===== config.mk =====
export PLATFORM = sky130hd
export DESIGN_NAME = pc_jump_unit
export DESIGN_NICKNAME = d
export VERILOG_FILES = /design/src/rtl/pcj_pkg.sv /design/src/rtl/pcj_target_mux.sv /design/src/rtl/pcj_seq_adder.sv /design/src/rtl/pcj_wide_latch.sv /design/src/rtl/pc_jump_unit.sv
export SDC_FILE = /design/constraint.sdc
export NUM_CORES = 1
export LEC_CHECK = 0
export BUFFER_PORTS_ARGS = -buffer_cell sky130_fd_sc_hd__buf_2
export CAP_MARGIN = 20
export CORE_ASPECT_RATIO = 0.75
export CORE_MARGIN = 2
export CORE_UTILIZATION = 40
export DETAILED_ROUTE_END_ITERATION = 8
export GPL_TIMING_DRIVEN = 1
export PLACE_DENSITY = 0.71
export SLEW_MARGIN = 20
export SYNTH_ARGS = -nofsm -noshare
export SYNTH_HDL_FRONTEND = slang
export SYNTH_HIERARCHICAL = 1
export SYNTH_SLANG_ARGS = --single-unit

===== constraint.sdc =====
create_clock -name clk -period 4.58 [get_ports clk]
set_input_delay 0.458 -clock clk [delete_from_list [all_inputs] [get_ports clk]]
set_output_delay 0.458 -clock clk [all_outputs]
set_load 0.005 [all_outputs]

===== src/rtl/pcj_pkg.sv =====
package pcj_pkg;
  typedef enum logic [2:0] {
    JK_SEQ  = 3'd0,
    JK_IND  = 3'd1,
    JK_EXT  = 3'd2,
    JK_ABS  = 3'd3,
    JK_SEQ2 = 3'd4
  } jkind_e;
endpackage


===== src/rtl/pcj_target_mux.sv =====
// Builds the register-sourced jump target: pointer pair in the low bits,
// extension bits or zeros in the upper bits.
module pcj_target_mux #(
  parameter int PC_W  = 22,
  parameter int REG_W = 8
) (
  input  logic             sel_ext,
  input  logic [REG_W-1:0] ptr_hi,
  input  logic [REG_W-1:0] ptr_lo,
  input  logic [REG_W-1:0] ext_reg,
  output logic [PC_W-1:0]  tgt
);
  localparam int PTR_W = 2 * REG_W;
  localparam int EXT_W = PC_W - PTR_W;

  logic [PTR_W-1:0] ptr;
  assign ptr = {ptr_hi, ptr_lo};

  generate
    if (EXT_W > 0) begin : g_upper
      logic [EXT_W-1:0] ext_bits;
      assign ext_bits = sel_ext ? EXT_W'(ext_reg) : '0;
      assign tgt = {ext_bits, ptr};
    end else begin : g_flat
      assign tgt = PC_W'(ptr);
    end
  endgenerate
endmodule


===== src/rtl/pcj_seq_adder.sv =====
// Sequential advance by one or two words, wrapping at the counter width.
module pcj_seq_adder #(
  parameter int PC_W = 22
) (
  input  logic [PC_W-1:0] pc_cur,
  input  logic            by_two,
  output logic [PC_W-1:0] pc_inc
);
  logic [PC_W-1:0] delta;
  assign delta  = by_two ? PC_W'(2) : PC_W'(1);
  assign pc_inc = pc_cur + delta;
endmodule


===== src/rtl/pcj_wide_latch.sv =====
// Tracks a two-word instruction between its first and second word and
// keeps the upper target bits carried by an absolute first word.
module pcj_wide_latch #(
  parameter int HI_W = 6
) (
  input  logic            clk,
  input  logic            rst,
  input  logic            start,
  input  logic            start_abs,
  input  logic            finish,
  input  logic [HI_W-1:0] hi_in,
  output logic            busy,
  output logic            busy_abs,
  output logic [HI_W-1:0] hi_q
);
  always_ff @(posedge clk) begin
    if (rst) begin
      busy     <= 1'b0;
      busy_abs <= 1'b0;
      hi_q     <= '0;
    end else if (start) begin
      busy     <= 1'b1;
      busy_abs <= start_abs;
      hi_q     <= hi_in;
    end else if (finish) begin
      busy     <= 1'b0;
      busy_abs <= 1'b0;
    end
  end
endmodule


===== src/rtl/pc_jump_unit.sv =====
module pc_jump_unit #(
  parameter int PC_W   = 22,
  parameter int REG_W  = 8,
  parameter int WORD_W = 16
) (
  input  logic              clk,
  input  logic              rst,
  input  logic              step,
  input  logic [2:0]        jmp_kind,
  input  logic [REG_W-1:0]  ptr_hi,
  input  logic [REG_W-1:0]  ptr_lo,
  input  logic [REG_W-1:0]  ext_reg,
  input  logic [WORD_W-1:0] imm_word,
  output logic [PC_W-1:0]   pc,
  output logic              fetch_wide
);
  import pcj_pkg::*;

  localparam int HI_W = PC_W - WORD_W;

  jkind_e          kind;
  logic            busy, busy_abs;
  logic [HI_W-1:0] hi_q;
  logic            first_ok, finish, start, start_abs;
  logic [PC_W-1:0] reg_tgt, pc_inc, pc_nxt, abs_tgt;

  assign kind      = jkind_e'(jmp_kind);
  assign first_ok  = step && !busy;
  assign finish    = step && busy;
  assign start_abs = (kind == JK_ABS);
  assign start     = first_ok && (start_abs || kind == JK_SEQ2);

  pcj_target_mux #(.PC_W(PC_W), .REG_W(REG_W)) u_tmux (
    .sel_ext (kind == JK_EXT),
    .ptr_hi  (ptr_hi),
    .ptr_lo  (ptr_lo),
    .ext_reg (ext_reg),
    .tgt     (reg_tgt)
  );

  pcj_seq_adder #(.PC_W(PC_W)) u_add (
    .pc_cur (pc),
    .by_two (busy),
    .pc_inc (pc_inc)
  );

  pcj_wide_latch #(.HI_W(HI_W)) u_wide (
    .clk       (clk),
    .rst       (rst),
    .start     (start),
    .start_abs (start_abs),
    .finish    (finish),
    .hi_in     (imm_word[HI_W-1:0]),
    .busy      (busy),
    .busy_abs  (busy_abs),
    .hi_q      (hi_q)
  );

  assign abs_tgt = {hi_q, imm_word};

  always_comb begin
    pc_nxt = pc;
    if (finish) begin
      pc_nxt = busy_abs ? abs_tgt : pc_inc;
    end else if (first_ok) begin
      unique case (kind)
        JK_IND, JK_EXT:  pc_nxt = reg_tgt;
        JK_ABS, JK_SEQ2: pc_nxt = pc;
        default:         pc_nxt = pc_inc;
      endcase
    end
  end

  always_ff @(posedge clk) begin
    if (rst) pc <= '0;
    else     pc <= pc_nxt;
  end

  assign fetch_wide = busy;
endmodule


==> results.sh, run 1 <==
export IMPL_status="finished, final reports clean"
export IMPL_core_um2=5350
export IMPL_crit_path_end="pc[10]"
export IMPL_rows=23
export IMPL_place_inst=358
export IMPL_syn_area_um2=2220
export IMPL_die_w_um=90.1
export IMPL_p_leak_uw=0.00102
export IMPL_synth_warnings=6
export IMPL_final_setup_skew_ns=0.00228
export IMPL_dpl_hpwl_mm=4.19
export IMPL_fillerInstances=567
export IMPL_slew_viol_final=0
export IMPL_wire_per_inst_um=16.5
export IMPL_antenna_found_initial=0
export IMPL_yosysMostFrequentCell="dfxtp_1"
export IMPL_path_cells="buf_4 -> inv_1 -> ha_1 -> fa_1 -> nand4_1 -> nor3_1 -> xor2_1 -> a31oi_1 -> o21ai_0 -> a32o_1"
export IMPL_die_area_um2=6180
export IMPL_synthTopCellsByArea="dfxtp_1, a32o_1, o32a_1"
export IMPL_avgViaCountPerCell=5.79
export IMPL_synth_seq_area_share_pct=27.0
export IMPL_ys_ff_latch=30
export IMPL_pre_cts_ws_ns=1.68
export IMPL_synthArstFlopShare_pct=0
export IMPL_max_slew_margin_pct=32.5
export IMPL_grt_start_max_net_pins=27
export IMPL_gr_total_overflow=0
export IMPL_fmax_ghz=0.341
export IMPL_cp_end_kind="register"
export IMPL_grt_pass1_vias=1875
export IMPL_drt_total_wl_mm=6.03
export IMPL_netlist_area_leader_share_pct=27.0
export IMPL_nets=339
export IMPL_worstPathArrival_ns=3.11
export IMPL_synth_edff_count=0
export IMPL_drv_cap=0
export IMPL_antenna_left=0
export IMPL_numCtsBuffers=5
export IMPL_finalWorstSetupSlack_ns=1.65
export IMPL_hold_class="in2reg"
export IMPL_cts_setup_buffers=0
export IMPL_holdBufCountCts=0
export IMPL_final_hold_viol_count=0
export IMPL_r2r_setup_slack_ns=1.65
export IMPL_ys_flop_type="dfxtp_1"
export IMPL_synth_cells=254
export IMPL_grt_pass1_wl_mm=9.64
export IMPL_setup_tns_ns=0
export IMPL_clockBufferDepth=2
export IMPL_cts_tree="yes"
export IMPL_rsz0062_at_grt="no"
export IMPL_synth_area_per_cell_um2=8.75
export IMPL_cp_slowest_cell="dfxtp_1"
export IMPL_clock_sinks=30
export IMPL_ir_drop_uv=99.5
export IMPL_cts_repair_resize_count=0
export IMPL_place_gp_congestion=0.791
export IMPL_critPathKind="reg2reg"
export IMPL_syn_to_final_growth_pct=13.8
export IMPL_diodes=0
export IMPL_fin_cells=365
export IMPL_path_clk_slew_ns=0.06
export IMPL_start_kind="register"
export IMPL_rr_worst_depth=10
export IMPL_whs_ns=0.434
export IMPL_chipHeight_um=68.6
export IMPL_min_period_ns=2.93
export IMPL_rr_startpoint="u_wide/busy"
export IMPL_tightest_slew_ns=1.00
export IMPL_syn_nets=303
export IMPL_initial_core_util_pct=41.5
export IMPL_post_route_cells_drive_above_1_share_pct=27.9
export IMPL_setup_viol=0
export IMPL_cp_required_ns=4.76
export IMPL_cp_startpoint="u_wide/busy"
export IMPL_drtPass1Iterations=4
export IMPL_htree_levels=2
export IMPL_cts_root_buf="clkbuf_8"
export IMPL_max_stage_delay_ns=0.77
export IMPL_power_density_nw_per_um2=259
export IMPL_synth_common_cells="dfxtp_1, a31oi_1, a32o_1, o21ai_0, o32a_1"
export IMPL_crit_fanout=21
export IMPL_io_buffers=66
export IMPL_grt_usage_pct=19.7
export IMPL_fin_crit_sh_pct=64.0
export IMPL_drt_iter0_markers=192
export IMPL_yosysTopAreaCell="dfxtp_1"
export IMPL_ioPinCount=69
export IMPL_synth_distinct_cells=37
export IMPL_clk_latency_ns=0.28
export IMPL_reg2reg_to="pc[10]"
export IMPL_vias=2115
export IMPL_drcViolationCount=0
==> sequential cells by signal, summed over array words and instances (netlist names) <==
name	flops
u_wide/busy	1
u_wide/busy_abs	1
u_wide/hi_q	6
pc	22
==> final cells by class <==
class / count / area [um2] / area share [%]
Timing Repair Buffer: 70 / 360 / 14.2
Multi-Input combinational cell: 177 / 1380 / 54.4
Sequential cell: 30 / 601 / 23.7
Tap cell: 75 / 93.8 / 3.71
Clock buffer: 7 / 76.3 / 3.02
Inverter: 6 / 22.5 / 0.890
==> worst max-delay path, delay by kind of cell, from the launching register on <==
kind                     cells  cell delay [ns]
adder cells (fa/ha/maj)      2             0.63
flip-flops                   1             0.77
buffers and inverters        2             0.37
AO/OA/AOI/OAI                3             0.53
AND/OR/NAND/NOR              2             0.37
XOR/XNOR                     1             0.15
==> cells by family after synthesis <==
logic type | after synthesis | synth area share (%)
adders and majority gates | 3 | 2.03
buffers and inverters | 47 | 11.7
xor gates and xnor gates | 21 | 8.27
muxes | 6 | 2.70
and+or+nand+nor | 54 | 15.8
AOI/OAI and AO/OA | 93 | 32.5
DFF | 30 | 27.0
==> how the worst min path moves through the flow <==
stage                         startpoint        endpoint  slack [ns]  cells after the start
after floorplan           u_wide/hi_q[0]  u_wide/hi_q[0]        0.46                      2
after global placement    u_wide/hi_q[0]  u_wide/hi_q[0]        0.48                      2
after CTS                    imm_word[4]  u_wide/hi_q[4]        0.43                      3
after global routing         imm_word[2]  u_wide/hi_q[2]        0.45                      3
final                        imm_word[4]  u_wide/hi_q[4]        0.43                      3
after detailed placement  u_wide/hi_q[2]  u_wide/hi_q[2]        0.49                      2
==> placed cells by master, fill, tap and decap left out, types with 2 or more instances in the layout <==
master,netlist,final
o32a_1,22,22
nor3_1,2,2
clkbuf_1,15,2
a21o_1,2,2
clkbuf_8,0,5
a32o_1,22,22
nand3_4,2,2
nor2_1,11,11
inv_1,6,6
nand3_1,9,9
buf_4,18,4
dfxtp_1,30,30
nand2b_1,2,2
o21ai_0,22,22
buf_2,6,66
and2_1,7,7
mux2i_1,6,6
xor2_1,7,7
a31oi_1,22,22
nand4_1,3,3
a21oi_1,2,2
and3_1,3,3
ha_1,2,2
xnor2_1,14,13
nand2_1,6,6
==> per-layer routing <==
metal / global-route usage [%] / part of all wire (%)
met1: 29.0 / 51
met5: 0 / 0
met4: 5.19 / 0.70
met2: 29.1 / 43
met3: 4.13 / 6.1
==> per-stage QoR <==
step                      power [uW]  util, %  cell area [um2]
final                            654     47.3             2530
after global routing             691     47.3             2530
after CTS                        660     47.3             2530
after detailed placement         455     45.8             2450
after floorplan                  408        -             2220
after global placement           451     45.8             2450
==> where the power goes <==
group	leakage [uW]	switching [uW]	internal [uW]	total, uW
combinational	0.000734	78.7	71.4	150
sequential	0.000244	24.0	277	301
clock	0.0000383	99.0	104	203
Note: power is estimated with default switching activity, not from simulation.
==> run 2: changes to the inputs <==
Settings changed: PLACE_DENSITY 0.71 to 0.73.
Clock period 4.58 ns to 2.47 ns, I/O delays scaled along.
==> results.sh, run 2 (same netlist as run 1, synthesis figures left out) <==
export IMPL_status="finished, final reports clean"
export IMPL_cp_required_ns=2.66
export IMPL_max_stage_delay_ns=0.40
export IMPL_drtPass1Iterations=4
export IMPL_setup_viol=0
export IMPL_wire_per_inst_um=16.7
export IMPL_top_register="pc"
export IMPL_cp_slowest_cell="nor4_4"
export IMPL_syn_to_final_growth_pct=19.3
export IMPL_hold_class="in2reg"
export IMPL_p_leak_uw=0.00108
export IMPL_crit_fanout=5
export IMPL_numCtsBuffers=5
export IMPL_crit_family="simple AND/OR/NAND/NOR gates"
export IMPL_tightest_slew_ns=0.571
export IMPL_io_buffers=66
export IMPL_holdBufCountCts=0
export IMPL_critPathKind="reg2reg"
export IMPL_drt_iter0_markers=159
export IMPL_slew_viol_final=0
export IMPL_die_area_um2=6180
export IMPL_most_common_layout_cells="buf_2, dfxtp_1"
export IMPL_htree_levels=2
export IMPL_core_um2=5350
export IMPL_grt_usage_pct=20.3
export IMPL_vias=2186
export IMPL_path_clk_slew_ns=0.07
export IMPL_drt_total_wl_mm=6.27
export IMPL_grt_start_max_net_pins=45
export IMPL_clk_latency_ns=0.30
export IMPL_drv_cap=0
export IMPL_pre_cts_ws_ns=0.124
export IMPL_final_setup_skew_ns=0.00790
export IMPL_min_period_ns=2.38
export IMPL_dpl_hpwl_mm=4.13
export IMPL_finalWorstSetupSlack_ns=0.0917
export IMPL_post_route_cells_drive_above_1_share_pct=32.3
export IMPL_diodes=0
export IMPL_rows=23
export IMPL_avgViaCountPerCell=5.83
export IMPL_fin_crit_sh_pct=96.3
export IMPL_worstPathArrival_ns=2.57
export IMPL_start_kind="register"
export IMPL_chipHeight_um=68.6
export IMPL_largest_reg_flops=22
export IMPL_nets=348
export IMPL_place_inst=365
export IMPL_cts_root_buf="clkbuf_8"
export IMPL_drcViolationCount=0
export IMPL_gr_total_overflow=0
export IMPL_antenna_left=0
export IMPL_power_density_nw_per_um2=504
export IMPL_place_gp_congestion=0.791
export IMPL_top_regs="pc (22), u_wide/hi_q (6)"
export IMPL_path_cells="inv_1 -> ha_4 -> fa_2 -> nand4_1 -> nor4_4 -> nand3_1 -> xnor2_1 -> a31oi_1 -> o21ai_0 -> a32o_1"
export IMPL_antenna_found_initial=0
export IMPL_cp_end_kind="register"
export IMPL_path_buf_inv=1
export IMPL_die_w_um=90.1
export IMPL_r2r_setup_slack_ns=0.09
export IMPL_initial_core_util_pct=41.5
export IMPL_ioPinCount=69
export IMPL_mostFrequentLayoutCell="buf_2"
export IMPL_grt_pass1_wl_mm=9.77
export IMPL_grt_pass1_vias=1952
export IMPL_cts_tree="yes"
export IMPL_clock_sinks=30
export IMPL_ir_drop_uv=246
export IMPL_max_slew_margin_pct=61.4
export IMPL_clockBufferDepth=2
export IMPL_fin_cells=375
export IMPL_fmax_ghz=0.420
export IMPL_final_hold_viol_count=0
==> run 2: cell types whose count changed in the layout (fill, tap and decap cells not counted), sizes merged <==
cell,before,now
clkbuf,7,8
buf,70,79
==> run 2: through the flow <==
stage	hold WS (ns)	utilization, %	total power [uW]	setup TNS (ns)	cell area [um2]
after floorplan	0.394	-	757	0	2220
after global placement	0.474	46.8	844	0	2510
after detailed placement	0.487	46.8	852	0	2510
after CTS	0.206	48.9	1340	0	2620
after global routing	0.227	49.6	1400	-0.0170	2650
final	0.210	49.6	1340	0	2650
==> run 2: power by group <==
group,switching [uW],internal (uW)
Combinational,155,141
Clock,204,281
Sequential,41.2,513
==> run 2: layout make-up <==
| type | count | area, um2 |
|---|---|---|
| fillers | 535 | 2700 |
| multi-input cells | 177 | 1400 |
| flip-flops and latches | 30 | 602 |
| repair buffers | 79 | 428 |
| clock buffers | 8 | 110 |
| well taps | 75 | 93.8 |
| inverters | 6 | 22.5 |
==> run 2: tightest hold or removal path, delay by kind of cell <==
family | cells | cell delay (ns)
buffers and inverters | 1 | 0.09
multiplexers | 1 | 0.06
AND/OR/NAND/NOR | 1 | 0.07
==> run 2: final timing paths <==
check / from / end / depth (start not counted)
setup / recovery: u_wide/busy / pc[16] / 10
hold reg to reg: u_wide/hi_q[1] / u_wide/hi_q[1] / 2
setup reg to reg: u_wide/busy / pc[16] / 10
hold / removal: imm_word[1] / u_wide/hi_q[1] / 3
==> run 2: timing repair <==
item                       in CTS  in global routing
resized for setup               0                  5
setup endpoints to repair       0                  3
setup buffers                   0                  2
==> run 2: layer usage <==
| metal | vias to the layer above | GRT usage (%) | share of wire [%] |
|---|---|---|---|
| met3 | 7 | 4.24 | 7.7 |
| met1 | 1038 | 29.0 | 47 |
| met2 | 77 | 30.5 | 44 |
| li1 | 1064 | - | - |
| met5 | - | 0 | 0 |
| met4 | 0 | 7.50 | 1.3 |
